File: src/rtl/eeb_pkg.sv
package eeb_pkg;
   localparam int BYTE_W = 8;
   localparam int ADDR_W = 2 * BYTE_W + 1;
   localparam int CNT_W  = 4;

   typedef enum logic [2:0] {
      PH_IDLE,
      PH_DEV,
      PH_AHI,
      PH_ALO,
      PH_WDAT,
      PH_RDAT
   } phase_e;
endpackage

File: src/rtl/eeb_sync.sv
module eeb_sync #(
   parameter int STAGES  = 2,
   parameter bit RST_VAL = 1'b1
) (
   input  logic clk,
   input  logic rst_n,
   input  logic d,
   output logic q
);
   logic [STAGES-1:0] chain;

   always_ff @(posedge clk or negedge rst_n) begin
      if (!rst_n) chain <= {STAGES{RST_VAL}};
      else        chain <= {chain[STAGES-2:0], d};
   end

   assign q = chain[STAGES-1];
endmodule

File: src/rtl/eeb_cond.sv
module eeb_cond (
   input  logic clk,
   input  logic rst_n,
   input  logic scl,
   input  logic sda,
   output logic scl_rise,
   output logic scl_fall,
   output logic start_ev,
   output logic stop_ev
);
   logic scl_q, sda_q;

   always_ff @(posedge clk or negedge rst_n) begin
      if (!rst_n) begin
         scl_q <= 1'b1;
         sda_q <= 1'b1;
      end else begin
         scl_q <= scl;
         sda_q <= sda;
      end
   end

   assign scl_rise = scl & ~scl_q;
   assign scl_fall = ~scl & scl_q;
   assign start_ev = scl & scl_q & sda_q & ~sda;
   assign stop_ev  = scl & scl_q & ~sda_q & sda;
endmodule

File: src/rtl/eeb_ctrl.sv
module eeb_ctrl
   import eeb_pkg::*;
#(
   parameter int         PAGE_W   = 8,
   parameter logic [3:0] DEV_TYPE = 4'b1010
) (
   input  logic              clk,
   input  logic              rst_n,
   input  logic              sda_lvl,
   input  logic              wp_lvl,
   input  logic              scl_rise,
   input  logic              scl_fall,
   input  logic              start_ev,
   input  logic              stop_ev,
   input  logic [1:0]        sel,
   input  logic              busy,
   input  logic [BYTE_W-1:0] rd_data,
   output logic              sda_oe,
   output logic              wr_en,
   output logic [ADDR_W-1:0] wr_addr,
   output logic [BYTE_W-1:0] wr_data,
   output logic              wr_commit,
   output logic [ADDR_W-1:0] rd_addr,
   output phase_e            ph_o,
   output logic [CNT_W-1:0]  cnt_o,
   output logic              in_ack_o,
   output logic              wp_hold_o
);
   localparam logic [CNT_W-1:0]  LAST_BIT = CNT_W'(BYTE_W);
   localparam logic [CNT_W-1:0]  CNT_ONE  = CNT_W'(1);
   localparam logic [PAGE_W-1:0] PG_ONE   = PAGE_W'(1);
   localparam logic [ADDR_W-1:0] ADDR_ONE = ADDR_W'(1);

   phase_e             ph;
   logic [CNT_W-1:0]   cnt;
   logic [BYTE_W-1:0]  sh;
   logic [ADDR_W-1:0]  addr;
   logic               in_ack, rd_dir, m_nack, wp_hold, wr_seen;

   logic dev_match;
   assign dev_match = (sh[BYTE_W-1 -: 4] == DEV_TYPE) && (sh[3:2] == sel) && !busy;

   always_ff @(posedge clk or negedge rst_n) begin
      if (!rst_n) begin
         ph        <= PH_IDLE;
         cnt       <= '0;
         sh        <= '0;
         addr      <= '0;
         in_ack    <= 1'b0;
         rd_dir    <= 1'b0;
         m_nack    <= 1'b0;
         wp_hold   <= 1'b0;
         wr_seen   <= 1'b0;
         sda_oe    <= 1'b0;
         wr_en     <= 1'b0;
         wr_addr   <= '0;
         wr_data   <= '0;
         wr_commit <= 1'b0;
      end else begin
         wr_en     <= 1'b0;
         wr_commit <= 1'b0;
         if (start_ev) begin
            ph      <= PH_DEV;
            cnt     <= '0;
            in_ack  <= 1'b0;
            sda_oe  <= 1'b0;
            wr_seen <= 1'b0;
         end else if (stop_ev) begin
            ph        <= PH_IDLE;
            cnt       <= '0;
            in_ack    <= 1'b0;
            sda_oe    <= 1'b0;
            wr_commit <= wr_seen;
            wr_seen   <= 1'b0;
         end else if (ph != PH_IDLE) begin
            if (scl_rise) begin
               if (in_ack) begin
                  m_nack <= sda_lvl;
               end else if (cnt != LAST_BIT) begin
                  cnt <= cnt + CNT_ONE;
                  if (ph != PH_RDAT) sh <= {sh[BYTE_W-2:0], sda_lvl};
               end
            end else if (scl_fall) begin
               if (in_ack) begin
                  // end of the 9th clock: release, then move on
                  in_ack <= 1'b0;
                  cnt    <= '0;
                  sda_oe <= 1'b0;
                  unique case (ph)
                     PH_DEV: begin
                        ph <= rd_dir ? PH_RDAT : PH_AHI;
                        if (rd_dir) begin
                           sh     <= rd_data;
                           sda_oe <= ~rd_data[BYTE_W-1];
                           addr   <= addr + ADDR_ONE;
                        end
                     end
                     PH_AHI: ph <= PH_ALO;
                     PH_ALO: begin
                        ph      <= PH_WDAT;
                        wp_hold <= wp_lvl;
                     end
                     PH_RDAT: begin
                        if (m_nack) begin
                           ph <= PH_IDLE;
                        end else begin
                           sh     <= rd_data;
                           sda_oe <= ~rd_data[BYTE_W-1];
                           addr   <= addr + ADDR_ONE;
                        end
                     end
                     default: ;
                  endcase
               end else if (cnt == LAST_BIT) begin
                  // byte complete: decide on the acknowledge
                  unique case (ph)
                     PH_DEV: begin
                        if (dev_match) begin
                           sda_oe <= 1'b1;
                           in_ack <= 1'b1;
                           rd_dir <= sh[0];
                           if (!sh[0]) addr[ADDR_W-1] <= sh[1];
                        end else begin
                           ph <= PH_IDLE;
                        end
                     end
                     PH_AHI: begin
                        sda_oe <= 1'b1;
                        in_ack <= 1'b1;
                        addr[2*BYTE_W-1:BYTE_W] <= sh;
                     end
                     PH_ALO: begin
                        sda_oe <= 1'b1;
                        in_ack <= 1'b1;
                        addr[BYTE_W-1:0] <= sh;
                     end
                     PH_WDAT: begin
                        if (wp_hold) begin
                           ph <= PH_IDLE;
                        end else begin
                           sda_oe  <= 1'b1;
                           in_ack  <= 1'b1;
                           wr_en   <= 1'b1;
                           wr_addr <= addr;
                           wr_data <= sh;
                           wr_seen <= 1'b1;
                           addr[PAGE_W-1:0] <= addr[PAGE_W-1:0] + PG_ONE;
                        end
                     end
                     PH_RDAT: begin
                        sda_oe <= 1'b0;
                        in_ack <= 1'b1;
                     end
                     default: ph <= PH_IDLE;
                  endcase
               end else if (ph == PH_RDAT) begin
                  sda_oe <= ~sh[BYTE_W-2];
                  sh     <= {sh[BYTE_W-2:0], 1'b0};
               end
            end
         end
      end
   end

   assign rd_addr   = addr;
   assign ph_o      = ph;
   assign cnt_o     = cnt;
   assign in_ack_o  = in_ack;
   assign wp_hold_o = wp_hold;
endmodule

File: src/rtl/eeprom_bus_slave.sv
module eeprom_bus_slave
   import eeb_pkg::*;
#(
   parameter int         SYNC_STAGES = 2,
   parameter int         PAGE_W      = 8,
   parameter logic [3:0] DEV_TYPE    = 4'b1010
) (
   input  logic              clk,
   input  logic              rst_n,
   input  logic              scl_in,
   input  logic              sda_in,
   output logic              sda_oe,
   input  logic [1:0]        sel_pins,
   input  logic              wp_in,
   input  logic              busy_in,
   output logic [ADDR_W-1:0] rd_addr,
   input  logic [BYTE_W-1:0] rd_data,
   output logic              wr_en,
   output logic [ADDR_W-1:0] wr_addr,
   output logic [BYTE_W-1:0] wr_data,
   output logic              wr_commit
);
   localparam int N_LINES = 3;

   if (SYNC_STAGES < 2) begin : g_bad_sync
      $error("SYNC_STAGES must be 2 or more");
   end
   if (PAGE_W < 1 || PAGE_W > 2 * BYTE_W) begin : g_bad_page
      $error("PAGE_W must lie between 1 and the two address bytes");
   end

   logic [N_LINES-1:0] raw_lines, sync_lines;
   assign raw_lines = {wp_in, sda_in, scl_in};

   for (genvar g = 0; g < N_LINES; g++) begin : g_sync
      eeb_sync #(.STAGES(SYNC_STAGES), .RST_VAL(g != 2)) u_sync (
         .clk (clk),
         .rst_n (rst_n),
         .d   (raw_lines[g]),
         .q   (sync_lines[g])
      );
   end

   logic scl_lvl, sda_lvl, wp_lvl;
   assign scl_lvl = sync_lines[0];
   assign sda_lvl = sync_lines[1];
   assign wp_lvl  = sync_lines[2];

   logic scl_rise, scl_fall, start_ev, stop_ev;

   eeb_cond u_cond (
      .clk      (clk),
      .rst_n    (rst_n),
      .scl      (scl_lvl),
      .sda      (sda_lvl),
      .scl_rise (scl_rise),
      .scl_fall (scl_fall),
      .start_ev (start_ev),
      .stop_ev  (stop_ev)
   );

   phase_e           ph;
   logic [CNT_W-1:0] bit_cnt;
   logic             in_ack, wp_hold;

   eeb_ctrl #(.PAGE_W(PAGE_W), .DEV_TYPE(DEV_TYPE)) u_ctrl (
      .clk       (clk),
      .rst_n     (rst_n),
      .sda_lvl   (sda_lvl),
      .wp_lvl    (wp_lvl),
      .scl_rise  (scl_rise),
      .scl_fall  (scl_fall),
      .start_ev  (start_ev),
      .stop_ev   (stop_ev),
      .sel       (sel_pins),
      .busy      (busy_in),
      .rd_data   (rd_data),
      .sda_oe    (sda_oe),
      .wr_en     (wr_en),
      .wr_addr   (wr_addr),
      .wr_data   (wr_data),
      .wr_commit (wr_commit),
      .rd_addr   (rd_addr),
      .ph_o      (ph),
      .cnt_o     (bit_cnt),
      .in_ack_o  (in_ack),
      .wp_hold_o (wp_hold)
   );
endmodule

File: config.mk
export PLATFORM = sky130hd
export DESIGN_NAME = eeprom_bus_slave
export DESIGN_NICKNAME = d
export VERILOG_FILES = /design/src/rtl/eeb_pkg.sv /design/src/rtl/eeb_sync.sv /design/src/rtl/eeb_cond.sv /design/src/rtl/eeb_ctrl.sv /design/src/rtl/eeprom_bus_slave.sv
export SDC_FILE = /design/constraint.sdc
export NUM_CORES = 1
export LEC_CHECK = 0
export ABC_AREA = 1
export BUFFER_PORTS_ARGS = -buffer_cell sky130_fd_sc_hd__buf_2
export CAP_MARGIN = 25
export CORE_MARGIN = 2
export CORE_UTILIZATION = 45
export CTS_CLUSTER_SIZE = 40
export DETAILED_ROUTE_END_ITERATION = 6
export PLACE_DENSITY = 0.69
export SLEW_MARGIN = 15
export SYNTH_ARGS = -nofsm -noshare
export SYNTH_HDL_FRONTEND = slang
export SYNTH_SLANG_ARGS = --single-unit
File: constraint.sdc
create_clock -name clk -period 2.65 [get_ports clk]
set_clock_uncertainty 0.05 [all_clocks]
set_input_delay 0 -clock clk [delete_from_list [all_inputs] [get_ports clk]]
set_output_delay 0 -clock clk [all_outputs]
set_load 0.02 [all_outputs]
======== Word level (Yosys, flattened, before mapping) ========
Cells that the tools add are included.
Widths: inputs -> output; s select.
word-level totals
  register bits ........................... 73
  output and inout bits ................... 45
  logic and storage cells ................. 194
operators by class
  add/subtract/negate cells ............... 3
  equality and inequality tests ........... 31
  mux-type cells .......................... 85
  bitwise gates (word level) .............. 18
  reductions and logical operators ........ 36
operators with widths
  cell                   number
  $mux 8                 12
  $mux 17                4
  $mux 1                 42
  $pmux 17 s2            1
  $mux 3                 11
  $mux 4                 8
  $pmux 8 s2             2
  $reduce_and 9->1       3
  $reduce_and 12->1      2
  $reduce_and 7->1       3
  $reduce_bool 3->1      7
  $ne 3x3->1 const B     6
  $add 17x1->17 const B  1
  $pmux 3 s4             1
  $reduce_bool 2->1      6
  $reduce_bool 4->1      3
  $not 1->1              11
  $reduce_and 11->1      1
  $reduce_and 10->1      1
  $reduce_and 5->1       2
  $pmux 3 s3             1
  $add 8x1->8 const B    1
  $eq 4x4->1 const B     2
  $ne 4x1->1 const B     2
  other kinds (27)       40

======== Longest topological paths before layout ========
Gate-level depths: netlist (run 1).
  depth in word-level cells ............... 12
  mapped depth ............................ 14

======== Modules after synthesis ========
A second synthesis (run 1) with hierarchy kept.
second synthesis, totals
  cell total of the unflattened synthesis .. 552
  area, all modules ....................... 4185.3 um2
by module, submodules not included
  module                            times used  cells each  area each (um2)  sequential area each (um2)
  eeb_ctrl                          1           533         3936.3           1626.6
  eeb_sync at g_sync[0].u_sync ...  2           2           52.6             52.6
  eeb_cond                          1           13          93.8             52.6
  eeb_sync at g_sync[2].u_sync      1           2           50.0             50.0

======== Least setup slack after synthesis (run 1) ========
OpenSTA, ideal clock, no wires.
  kind .................................... register -> register
  start ................................... register u_cond.scl_q
  end ..................................... register u_ctrl.addr[13] (netlist: u_ctrl.rd_addr[13])
  library setup time ...................... 0.065 ns
  data arrival time ....................... 1.738 ns
  path slack .............................. 0.797 ns
  stages on the path, launching flop included .. 14
  path buffers ............................ 2
  cells stage by stage .................... dfstp_2 -> inv_1 -> ha_1 -> buf_2 -> inv_2 -> nand2_1 -> inv_1 -> nand2_2 -> nor2_2 -> nand3_1 -> nor2_2 -> buf_4 -> o211ai_1 -> nand2_1
on the way
  longest elaborated chain between the ends .. 5
  elaborated cells between the ends (all ways) .. 12
  classes of those cells .................. 11 x bitwise; 1 x reduce/logical
ends and longest elaborated chain
  item                                         RTL line                        RTL
  from (decl)                                  eeb_cond.sv:11                  logic scl_q, sda_q;
  from (signal assigned)                       eeb_cond.sv:18                  scl_q <= scl;
  $and 1x1->1                                  eeb_cond.sv:25, eeb_cond.sv:26
  $and 1x1->1 (on tied branches) (2 in a row)  eeb_cond.sv:26, eeb_cond.sv:25
  $not 1->1 (no line)                          -
  $reduce_and 10->1 (no line) *                -
  to (signal assigned)                         eeb_ctrl.sv:95                  addr <= addr + ADDR_ONE;
  to (signal assigned)                         eeb_ctrl.sv:109                 addr <= addr + ADDR_ONE;
  to (signal, indexed assignment)              eeb_ctrl.sv:122                 if (!sh[0]) addr[ADDR_W-1] <= sh[1];
  to (decl)                                    eeb_ctrl.sv:37                  logic [ADDR_W-1:0] addr;
Mark *: on every way between the ends. The rest lies on a longest branch, timed or not.
A chain may end at the register's enable or synchronous reset.

======== Worst setup path after layout (run 1) ========
  start ................................... register u_cond.scl_q
  end ..................................... register u_ctrl.addr[14] (netlist: u_ctrl.rd_addr[14])
Same word-level chain as after synthesis.

==> results of run 1 <==
-- path summary, 6_finish.rpt --
path | slack, ns | cells past startpoint | from | to
setup / recovery | 0.44 | 12 | u_cond.scl_q$_DFF_PN1_ | u_ctrl.rd_addr[14]$_DFFE_PN0P_
max in group asynchronous | 1.70 | 2 | rst_n | g_sync[2].u_sync.chain[0]$_DFF_PN0_
setup reg to reg | 0.44 | 12 | u_cond.scl_q$_DFF_PN1_ | u_ctrl.rd_addr[14]$_DFFE_PN0P_
min in group asynchronous | 0.27 | 2 | rst_n | u_ctrl.wr_data[4]$_DFFE_PN0P_
hold reg to reg | 0.30 | 0 | g_sync[2].u_sync.chain[0]$_DFF_PN0_ | g_sync[2].u_sync.chain[1]$_DFF_PN0_
hold / removal | 0.05 | 5 | rd_data[7] | u_ctrl.sh[7]$_DFFE_PN0P_
-- power breakdown --
part	leakage [nW]	internal (mW)	switching (mW)	total [mW]
Clock	0.0887	0.367	0.451	0.818
Combinational	1.33	0.189	0.370	0.559
Sequential	0.965	1.21	0.0883	1.30
-- cell families after synthesis --
| logic type | Yosys count | synth area share, % |
|---|---|---|
| buffers and inverters | 77 | 7.890 |
| AOI/OAI and AO/OA | 86 | 12.20 |
| and+or+nand+nor | 288 | 31.72 |
| DFF | 73 | 46.09 |
| xor gates and xnor gates | 1 | 0.2201 |
| adders and majority gates | 6 | 1.886 |
-- critical path: stages, from the launching register on --
cell                      delay, ns
sky130_fd_sc_hd__dfstp_2       0.56
sky130_fd_sc_hd__inv_1         0.05
sky130_fd_sc_hd__ha_1          0.27
sky130_fd_sc_hd__inv_2         0.12
sky130_fd_sc_hd__nand2_1       0.07
sky130_fd_sc_hd__inv_1         0.08
sky130_fd_sc_hd__nand2_2       0.08
sky130_fd_sc_hd__nor2_2        0.12
sky130_fd_sc_hd__nand3_1       0.10
sky130_fd_sc_hd__nor2_2        0.27
sky130_fd_sc_hd__buf_4         0.20
sky130_fd_sc_hd__nand3_1       0.08
sky130_fd_sc_hd__o21ai_1       0.08
-- per-layer routing --
metal	track usage (%)	part of all wire [%]	vias up
li1	-	-	1848
met2	37.20	49	95
met5	0	0	-
met4	7.265	2.0	0
met1	28.41	45	1697
met3	4.868	4.3	19
-- sequential cells by signal (all words and copies together), names as in the netlist, 3 cells and up --
register             flops
u_ctrl.wr_data           8
u_ctrl.wr_addr          17
u_ctrl.rd_addr          17
u_ctrl.cnt_o             4
u_ctrl.sh                8
g_sync.u_sync.chain      6
u_ctrl.ph_o              3
-- cells in the final DEF (no fill, tap or decap) --
| master | instances |
|---|---|
| sky130_fd_sc_hd__nand2_1 | 161 |
| sky130_fd_sc_hd__dfrtp_1 | 67 |
| sky130_fd_sc_hd__buf_2 | 59 |
| sky130_fd_sc_hd__inv_1 | 56 |
| sky130_fd_sc_hd__nor2_1 | 49 |
| sky130_fd_sc_hd__nand3_1 | 48 |
| sky130_fd_sc_hd__o21ai_0 | 34 |
| sky130_fd_sc_hd__o21ai_1 | 23 |
| sky130_fd_sc_hd__a21oi_1 | 13 |
| sky130_fd_sc_hd__dlygate4sd3_1 | 11 |
| sky130_fd_sc_hd__clkbuf_8 | 10 |
| sky130_fd_sc_hd__o21ai_2 | 9 |
| sky130_fd_sc_hd__nand4_1 | 7 |
| sky130_fd_sc_hd__buf_4 | 7 |
| sky130_fd_sc_hd__inv_2 | 6 |
| sky130_fd_sc_hd__nand2_2 | 6 |
| sky130_fd_sc_hd__ha_1 | 6 |
| sky130_fd_sc_hd__dfstp_2 | 6 |
| sky130_fd_sc_hd__nor2_4 | 4 |
| sky130_fd_sc_hd__nor2_2 | 3 |
| sky130_fd_sc_hd__o211ai_1 | 3 |
| sky130_fd_sc_hd__nand3_2 | 2 |
| sky130_fd_sc_hd__nand2_4 | 2 |
| sky130_fd_sc_hd__nor3_1 | 2 |
| sky130_fd_sc_hd__clkinvlp_4 | 2 |
| sky130_fd_sc_hd__clkinv_2 | 2 |
| sky130_fd_sc_hd__a21oi_2 | 1 |
| sky130_fd_sc_hd__and2_4 | 1 |
| sky130_fd_sc_hd__clkinv_1 | 1 |
| sky130_fd_sc_hd__a31oi_1 | 1 |
| sky130_fd_sc_hd__o211ai_2 | 1 |
| sky130_fd_sc_hd__o22ai_1 | 1 |
| sky130_fd_sc_hd__nand3b_4 | 1 |
| sky130_fd_sc_hd__or2_2 | 1 |
| sky130_fd_sc_hd__xnor2_1 | 1 |
| sky130_fd_sc_hd__and2_1 | 1 |
| sky130_fd_sc_hd__inv_6 | 1 |
| sky130_fd_sc_hd__clkinv_4 | 1 |
-- area by class of cell --
type / count / area [sq um]
Tap cell: 108 / 135.1
Sequential cell: 73 / 1834
Clock buffer: 10 / 137.6
Fill cell: 831 / 3955
Timing Repair Buffer: 77 / 457.9
Multi-Input combinational cell: 381 / 1837
Inverter: 63 / 236.5
Clock inverter: 6 / 42.54
-- metrics by stage --
stage / util [%] / cell area, sq um
after detailed placement: 50.84 / 4390
after CTS: 54.20 / 4681
after global routing: 54.20 / 4681
after global placement: 50.84 / 4390
after floorplan: - / 3980
final: 54.20 / 4681
-- timing repair --
| action | in CTS | in global routing |
|---|---|---|
| hold buffers | 11 | 0 |
| resized for setup | 0 | 0 |
| hold endpoints to repair | 77 | 0 |
==> impl_metrics.ini, run 1 <==
[drt]
per_cell_routed_wire_length_microns = 14.17
routed_wirelength_mm = 10.18
num_vias = 3659
initialDrtViolationCount = 163
postRouteAntennaNets = 0
drc_errors = 0
vias_per_cell = 5.096
firstDrtPassIters = 4

[sta]
hold_viol_final = 0
hold_slack_ns = 0.05205
worst_slew_pin_slew_ns = 0.9003
final.setup.tns_ns = 0
fin_ws_ns = 0.4442
fin_crit_ns = 2.206
post-route-period-util_pct = 83.24
report.final.slew_viol_count = 0
setup-violations-final = 0
timing.slew.headroom_pct = 39.98
fmaxAchievable_mhz = 453.4
rsz0062_at_grt = false

[cts]
clock_pin_slew_reported_for_the_worst_setup_and_hold_paths_after_clock_tree_synthesis_ns = 0.08
cts.sink_count = 73
post_cts_buffers = 0
tritoncts = built
cts_max_path_buffers = 2
clk_latency_ns = 0.36
htree_levels = 3
cts_inserted_buffers = 9
clockRootBuffer = sky130_fd_sc_hd__clkbuf_8

[synth]
synth.top_cells.by_area = sky130_fd_sc_hd__dfrtp_1 42%, sky130_fd_sc_hd__nand2_1 15%, sky130_fd_sc_hd__nand3_1 6.2%
syn_avg_cell_area_sq_um = 7.495
synth_nets = 553
post_synth_instance_area_sq_um = 3980
postSynth.asyncResetShare_pct = 100.0
postSynth.topFlopCell = sky130_fd_sc_hd__dfrtp_1
synth_top_area_share_pct = 42.13
count_leader_synth = sky130_fd_sc_hd__nand2_1
synthDistinctLibCells = 35
postSynthRegisterBits = 73
syn_inst = 531
synth.yosys.seq_area_share_pct = 46.09
ys.warnings.count = 0
synth_edf_count = 0
synth_top_cell_by_area = sky130_fd_sc_hd__dfrtp_1
synth_common_cells = 161 x sky130_fd_sc_hd__nand2_1, 67 x sky130_fd_sc_hd__dfrtp_1, 56 x sky130_fd_sc_hd__inv_1

[worst_hold_path]
min_path_type = input port to register

[floorplanning]
die-height_microns = 98.05
design.core.area_sq_um = 8636
top_level_ports = 61
die-area_sq_um = 9613
initial_utilization_pct = 46.09
chipWidth_microns = 98.05
row_count = 34

[place]
post-place-ws_ns = 0.4711
gp_congestion = 0.9144
hpwl_reported_at_the_end_of_detailed_placement_mm = 7.507
numPortBuffers = 60
dpl.cell_count = 691

[power_and_ir_drop]
design_power_total_mw = 2.680
vdd.ir_drop.worst_mv = 0.3083
power_per_cell_area_nw_per_um2 = 572.5
leakage_nw = 2.387

[global_route]
grt_antenna_before_repair = 0
grt_pass1_wl_mm = 17.07
grt_start_max_net_pins = 74
global_routing_usage_summed_across_all_routing_layers_pct = 22.11
grt_pass1_vias = 3537
globalRouteOverflowTotal = 0

[cells_and_area]
area_growth_syn_to_fin_pct = 17.60
final_net_count = 627
diodes = 0
ratio_of_cells_with_drive_above_1_in_the_final_layout_pct = 20.49
final_cells = 718

[worst_setup_path]
worst-endpoint-arrival_ns = 2.44
timing_worst_setup_path_type = register to register
crit_path_max_fanout = 8
cp.required_ns = 2.88
cp-start-kind = register
cp-end-kind = register

[run_status]
run_status = complete, no violations

[job]
max_cap_viol_count = 0
(Power assumes the default switching activity.)
==> run 2, diff against run 1 <==
--- a/config.mk
+++ b/config.mk
@@ -12,7 +12,7 @@
 export CORE_UTILIZATION = 45
 export CTS_CLUSTER_SIZE = 40
 export DETAILED_ROUTE_END_ITERATION = 6
-export PLACE_DENSITY = 0.69
+export PLACE_DENSITY = 0.71
 export SLEW_MARGIN = 15
 export SYNTH_ARGS = -nofsm -noshare
 export SYNTH_HDL_FRONTEND = slang
==> constraint.sdc (replaced) <==
create_clock -name clk -period 1.85 [get_ports clk]
set_clock_uncertainty 0.05 [all_clocks]
set_input_delay 0 -clock clk [delete_from_list [all_inputs] [get_ports clk]]
set_output_delay 0 -clock clk [all_outputs]
set_load 0.02 [all_outputs]
==> run 2 against run 1 <==
Compared with the run above:
- sequential share of layout area down 3.4 points
- combinational power up 60%
- clock power up 75%
- via count up 6.0%
- setup slack worse by 0.42 ns
- die area unchanged
- core utilization up 5.2 points
- count of clock-buffer cells in the layout up 2
- critical path type unchanged
- largest cell class unchanged
==> impl_metrics.ini, run 2 (same netlist as run 1, synthesis figures left out) <==
[global_route]
global_routing_usage_summed_across_all_routing_layers_pct = 23.14
grt_start_max_net_pins = 74
globalRouteOverflowTotal = 0
grt_antenna_before_repair = 0
grt_pass1_vias = 3696
grt_pass1_wl_mm = 17.87

[drt]
highest_layer = met4
vias_per_cell = 5.184
initialDrtViolationCount = 210
routed_wirelength_mm = 11.08
firstDrtPassIters = 5
per_cell_routed_wire_length_microns = 14.82
num_vias = 3878
postRouteAntennaNets = 0
wl_met3_microns = 523
total_length_of_routed_met2_wires_mm = 5.600
wl_met1_mm = 4.736
drc_errors = 0

[cells_and_area]
ratio_of_cells_with_drive_above_1_in_the_final_layout_pct = 27.03
final_core_utilization_pct = 59.36
design_area_sq_um = 5126
layout_common_cells = 157 x sky130_fd_sc_hd__nand2_1, 67 x sky130_fd_sc_hd__dfrtp_1, 60 x sky130_fd_sc_hd__buf_2, 51 x sky130_fd_sc_hd__inv_1, 48 x sky130_fd_sc_hd__nor2_1
final_net_count = 657
seq_area_sq_um = 1834
num-fill-cells = 784
most_common_cell_after_layout_fill_and_taps_aside = sky130_fd_sc_hd__nand2_1
multi_input_comb_area_sq_um = 1938
area_growth_syn_to_fin_pct = 28.80
diodes = 0

[worst_setup_path]
cpPeakStageDelay_ns = 0.55
cells_along_the_critical_path = inv_1, nand3_1, nand2_4, nor2_4, nand3_2, buf_12, o21ai_0
crit_path_top_delay_cell = sky130_fd_sc_hd__dfstp_2
crit_path_max_fanout = 22
cp.required_ns = 2.07
timing.critical_path.max_delay_family = simple AND/OR/NAND/NOR gates
worstPathBufferInverterCount = 2
cp-end-kind = register
worst-endpoint-arrival_ns = 2.04
timing_worst_setup_path_type = register to register
cp-start-kind = register

[power_and_ir_drop]
design_power_total_mw = 4.190
vdd.ir_drop.worst_mv = 0.5281
leakage_nw = 2.580
power_per_cell_area_nw_per_um2 = 817.4

[floorplanning]
design.core.area_sq_um = 8636
top_level_ports = 61
initial_utilization_pct = 46.09
chipWidth_microns = 98.05
die-area_sq_um = 9613
row_count = 34
die-height_microns = 98.05

[worst_hold_path]
min_path_type = input port to register

[sta]
rsz0062_at_grt = true
timing.slew.headroom_pct = 74.53
worst_slew_pin_slew_ns = 0.3821
report.final.slew_viol_count = 0
fin_crit_ns = 1.821
hold_viol_final = 0
fmaxAchievable_mhz = 549.1
setup-violations-final = 0
post-route-period-util_pct = 98.45
final.setup.tns_ns = 0

[place]
placed_cell_area_sq_um = 4583
numPortBuffers = 60
gp_congestion = 0.9758
hpwl_reported_at_the_end_of_detailed_placement_mm = 7.735

[cts]
cts_inserted_buffers = 9
cts_max_path_buffers = 2
clk_latency_ns = 0.36
clockRootBuffer = sky130_fd_sc_hd__clkbuf_8
cts.sink_count = 73
tritoncts = built
clock_pin_slew_reported_for_the_worst_setup_and_hold_paths_after_clock_tree_synthesis_ns = 0.08
htree_levels = 3

[run_status]
run_status = complete, no violations

[job]
max_cap_viol_count = 0
==> run 2: area by class of cell <==
| type | count | area share [%] |
|---|---|---|
| Multi-Input combinational cell | 382 | 37.81 |
| Clock buffer | 12 | 2.831 |
| Timing Repair Buffer | 106 | 14.77 |
| Inverter | 63 | 4.686 |
| Sequential cell | 73 | 35.78 |
| Tap cell | 108 | 2.636 |
| Clock inverter | 4 | 1.489 |
==> run 2: path summary, 6_finish.rpt <==
| kind | slack [ns] | endpoint | cells past startpoint | start |
|---|---|---|---|---|
| hold reg to reg | 0.30 | g_sync[2].u_sync.chain[1]$_DFF_PN0_ | 0 | g_sync[2].u_sync.chain[0]$_DFF_PN0_ |
| min in group asynchronous | 0.16 | u_ctrl.wr_data[1]$_DFFE_PN0P_ | 3 | rst_n |
| max in group asynchronous | 1.25 | g_sync[0].u_sync.chain[1]$_DFF_PN1_ | 3 | rst_n |
| setup reg to reg | 0.03 | u_ctrl.wr_addr[0]$_DFFE_PN0P_ | 7 | g_sync[1].u_sync.chain[1]$_DFF_PN1_ |
| hold / removal | 0.06 | u_ctrl.sh[7]$_DFFE_PN0P_ | 5 | rd_data[7] |
| setup / recovery | 0.03 | u_ctrl.wr_addr[0]$_DFFE_PN0P_ | 7 | g_sync[1].u_sync.chain[1]$_DFF_PN1_ |
==> run 2: what timing repair did <==
item,in CTS,in global routing
resized for setup,10,23
hold endpoints to repair,83,0
buffers inserted,0,6
setup endpoints to repair,19,60
hold buffers,11,0
cloned,1,2
pin swaps,2,6
==> run 2: layer usage <==
layer | vias up | track usage (%)
li1 | 1921 | -
met2 | 113 | 39.41
met4 | 0 | 8.120
met1 | 1826 | 29.39
met3 | 18 | 4.581
met5 | - | 0
==> run 2: power breakdown <==
part           total (mW)  internal, mW  leakage (nW)  switching, mW
combinational       0.893         0.323          1.51          0.570
clock                1.43         0.801         0.107          0.625
sequential           1.87          1.74         0.965          0.132
==> run 2: stage by stage <==
stage                     worst slack (ns)  instances  hold WS [ns]
after global placement            0.005533        712      0.008177
after floorplan                   0.001880        531       -0.3456
after CTS                          0.01339        740       0.05090
after detailed placement          -0.05465        712       0.01109
after global routing              -0.04665        748       0.07437
final                              0.02872        748       0.05852
==> run 2: tightest hold or removal path: cells and delay by family <==
family,cells,cell delay [ns]
and+or+nand+nor,1,0.08
buffers and inverters,2,0.19
AOI/OAI and AO/OA,2,0.16
==> run 3, diff against run 2 <==
==> constraint.sdc (replaced) <==
create_clock -name clk -period 1.85 [get_ports clk]
set_clock_uncertainty 0.05 [all_clocks]
set_input_delay 0.185 -clock clk [delete_from_list [all_inputs] [get_ports clk]]
set_output_delay 0.185 -clock clk [all_outputs]
set_load 0.02 [all_outputs]
==> run 3 against run 2 <==
Compared with the run above:
- sequential share of layout area rose by 0.50 points
- core utilization fell by 0.81 points
- critical path depth rose by 2
- combinational power fell by 2%
- global-route usage fell by 0.29 points
- setup slack got worse by 0.0046 ns
- die area did not move
- first-iteration DRC count rose by 23%
- design area fell by 1.4%
- count of clock-buffer cells in the layout did not move
- via count fell by 0.62%
==> impl_metrics.ini, run 3 (same netlist as run 1, synthesis figures left out) <==
[drt]
routed_wirelength_mm = 10.91
num_vias = 3854
initialDrtViolationCount = 258
vias_per_cell = 5.201
per_cell_routed_wire_length_microns = 14.72
postRouteAntennaNets = 0
firstDrtPassIters = 5
drc_errors = 0

[cts]
tritoncts = built
cts.sink_count = 73
clockRootBuffer = sky130_fd_sc_hd__clkbuf_8
clk_latency_ns = 0.36
htree_levels = 3
clock_pin_slew_reported_for_the_worst_setup_and_hold_paths_after_clock_tree_synthesis_ns = 0.08
cts_inserted_buffers = 9
cts_max_path_buffers = 2

[sta]
hold_viol_final = 0
timing.slew.headroom_pct = 73.99
report.final.slew_viol_count = 0
fmaxAchievable_mhz = 547.7
post-route-period-util_pct = 98.70
rsz0062_at_grt = true
fin_crit_ns = 1.826
fin_ws_ns = 0.02408
setup-violations-final = 0
worst_slew_pin_slew_ns = 0.3901

[cells_and_area]
final_net_count = 650
num-fill-cells = 795
ratio_of_cells_with_drive_above_1_in_the_final_layout_pct = 27.33
layout_common_cells = 157 x sky130_fd_sc_hd__nand2_1, 67 x sky130_fd_sc_hd__dfrtp_1, 60 x sky130_fd_sc_hd__buf_2, 51 x sky130_fd_sc_hd__inv_1, 48 x sky130_fd_sc_hd__nor2_1
area_growth_syn_to_fin_pct = 27.04
diodes = 0
design_area_sq_um = 5056
final_core_utilization_pct = 58.55
most_common_cell_after_layout_fill_and_taps_aside = sky130_fd_sc_hd__nand2_1
multi_input_comb_area_sq_um = 1938
seq_area_sq_um = 1834

[place]
numPortBuffers = 60
placed_cell_area_sq_um = 4583
hpwl_reported_at_the_end_of_detailed_placement_mm = 7.735
post-place-ws_ns = -0.05465
gp_congestion = 0.9758

[floorplanning]
top_level_ports = 61
row_count = 34
chipWidth_microns = 98.05
die-area_sq_um = 9613
die-height_microns = 98.05
design.core.area_sq_um = 8636
initial_utilization_pct = 46.09

[job]
max_cap_viol_count = 0

[power_and_ir_drop]
switching_share_pct = 31.56
vdd.ir_drop.worst_mv = 0.5254
clock_power_share_pct = 34.1
net-switching-power_mw = 1.316
internal_power_mw = 2.854
comb_power_share_pct = 21.0
power_per_cell_area_nw_per_um2 = 824.8
share_seq_of_total_power_pct = 44.9
leakage_nw = 2.550

[global_route]
global_routing_usage_summed_across_all_routing_layers_pct = 22.85
globalRouteOverflowTotal = 0
grt_pass1_wl_mm = 17.65
grt_antenna_before_repair = 0
grt_start_max_net_pins = 74
grt_pass1_vias = 3675

[worst_setup_path]
worst-endpoint-arrival_ns = 2.03
crit_path_max_fanout = 22
cp-start-kind = register
cp-end-kind = register
timing_worst_setup_path_type = register to register
cp.required_ns = 2.05

[run_status]
run_status = complete, no violations

[worst_hold_path]
min_path_type = input port to register
-- run 3: cell types whose count changed in the layout (fill, tap and decap cells not counted) --
| cell | change |
|---|---|
| sky130_fd_sc_hd__dlygate4sd3_1 | -7 |
-- run 3: repair_timing --
| item | in CTS | in global routing |
|---|---|---|
| pin swaps | 2 | 6 |
| hold buffers | 4 | 0 |
| gates cloned | 1 | 2 |
| setup buffers | 0 | 6 |
| endpoints found under the setup margin | 19 | 60 |
| resized for setup | 10 | 23 |
| hold endpoints to repair | 70 | 0 |
-- run 3: final timing paths --
path | startpoint | to | slack (ns) | cells after the start
max in group asynchronous | rst_n | g_sync[0].u_sync.chain[0]$_DFF_PN1_ | 1.05 | 3
max reg2reg | u_cond.scl_q$_DFF_PN1_ | u_ctrl.wr_addr[2]$_DFFE_PN0P_ | 0.02 | 9
min | rd_data[3] | u_ctrl.sh[3]$_DFFE_PN0P_ | 0.14 | 5
min reg2reg | g_sync[2].u_sync.chain[0]$_DFF_PN0_ | g_sync[2].u_sync.chain[1]$_DFF_PN0_ | 0.30 | 0
max | u_cond.scl_q$_DFF_PN1_ | u_ctrl.wr_addr[2]$_DFFE_PN0P_ | 0.02 | 9
min in group asynchronous | rst_n | u_ctrl.wr_addr[3]$_DFFE_PN0P_ | 0.34 | 3
-- run 3: per-stage QoR --
step                      hold WS (ns)  TNS, ns  total power, mW  std cells
after floorplan                -0.1606        0            2.383        531
after global placement          0.1932        0            2.709        712
after detailed placement        0.1961  -0.4133            2.731        712
after CTS                       0.1330        0            4.156        733
after global routing            0.1504  -0.4363            4.384        741
final                           0.1415        0            4.170        741
-- run 3: worst max-delay path, stage by stage (launching register included) --
cell and delay [ns]:
sky130_fd_sc_hd__dfstp_2 0.57, sky130_fd_sc_hd__ha_2 0.21, sky130_fd_sc_hd__nand3_1 0.16, sky130_fd_sc_hd__nand2_4 0.18
sky130_fd_sc_hd__nor2_4 0.07, sky130_fd_sc_hd__nand3_2 0.15, sky130_fd_sc_hd__buf_12 0.18, sky130_fd_sc_hd__inv_2 0.05
sky130_fd_sc_hd__nand2_1 0.05, sky130_fd_sc_hd__nand2_1 0.05
-- run 3: layer usage --
layer / vias to the layer above / global-route usage [%] / wire [microns]
met2: 119 / 38.78 / 5374
li1: 1907 / - / -
met5: - / 0 / 0
met1: 1803 / 29.07 / 4768
met3: 25 / 4.581 / 486
met4: 0 / 8.120 / 278
-- run 3: area by class of cell --
cell class	instances	area share [%]
Multi-Input combinational cell	382	38.33
Inverter	63	4.751
Clock buffer	12	2.871
Sequential cell	73	36.28
Timing Repair Buffer	99	13.59
Tap cell	108	2.673
Clock inverter	4	1.510
-- run 3: power groups by stage --
| stage | clock [mW] | sequential (mW) | combinational [mW] |
|---|---|---|---|
| after detailed placement | 0 | 1.90 | 0.832 |
| after floorplan | 0 | 1.89 | 0.489 |
| after global routing | 1.52 | 1.90 | 0.964 |
| after CTS | 1.44 | 1.87 | 0.845 |
| final | 1.42 | 1.87 | 0.876 |
| after global placement | 0 | 1.89 | 0.815 |
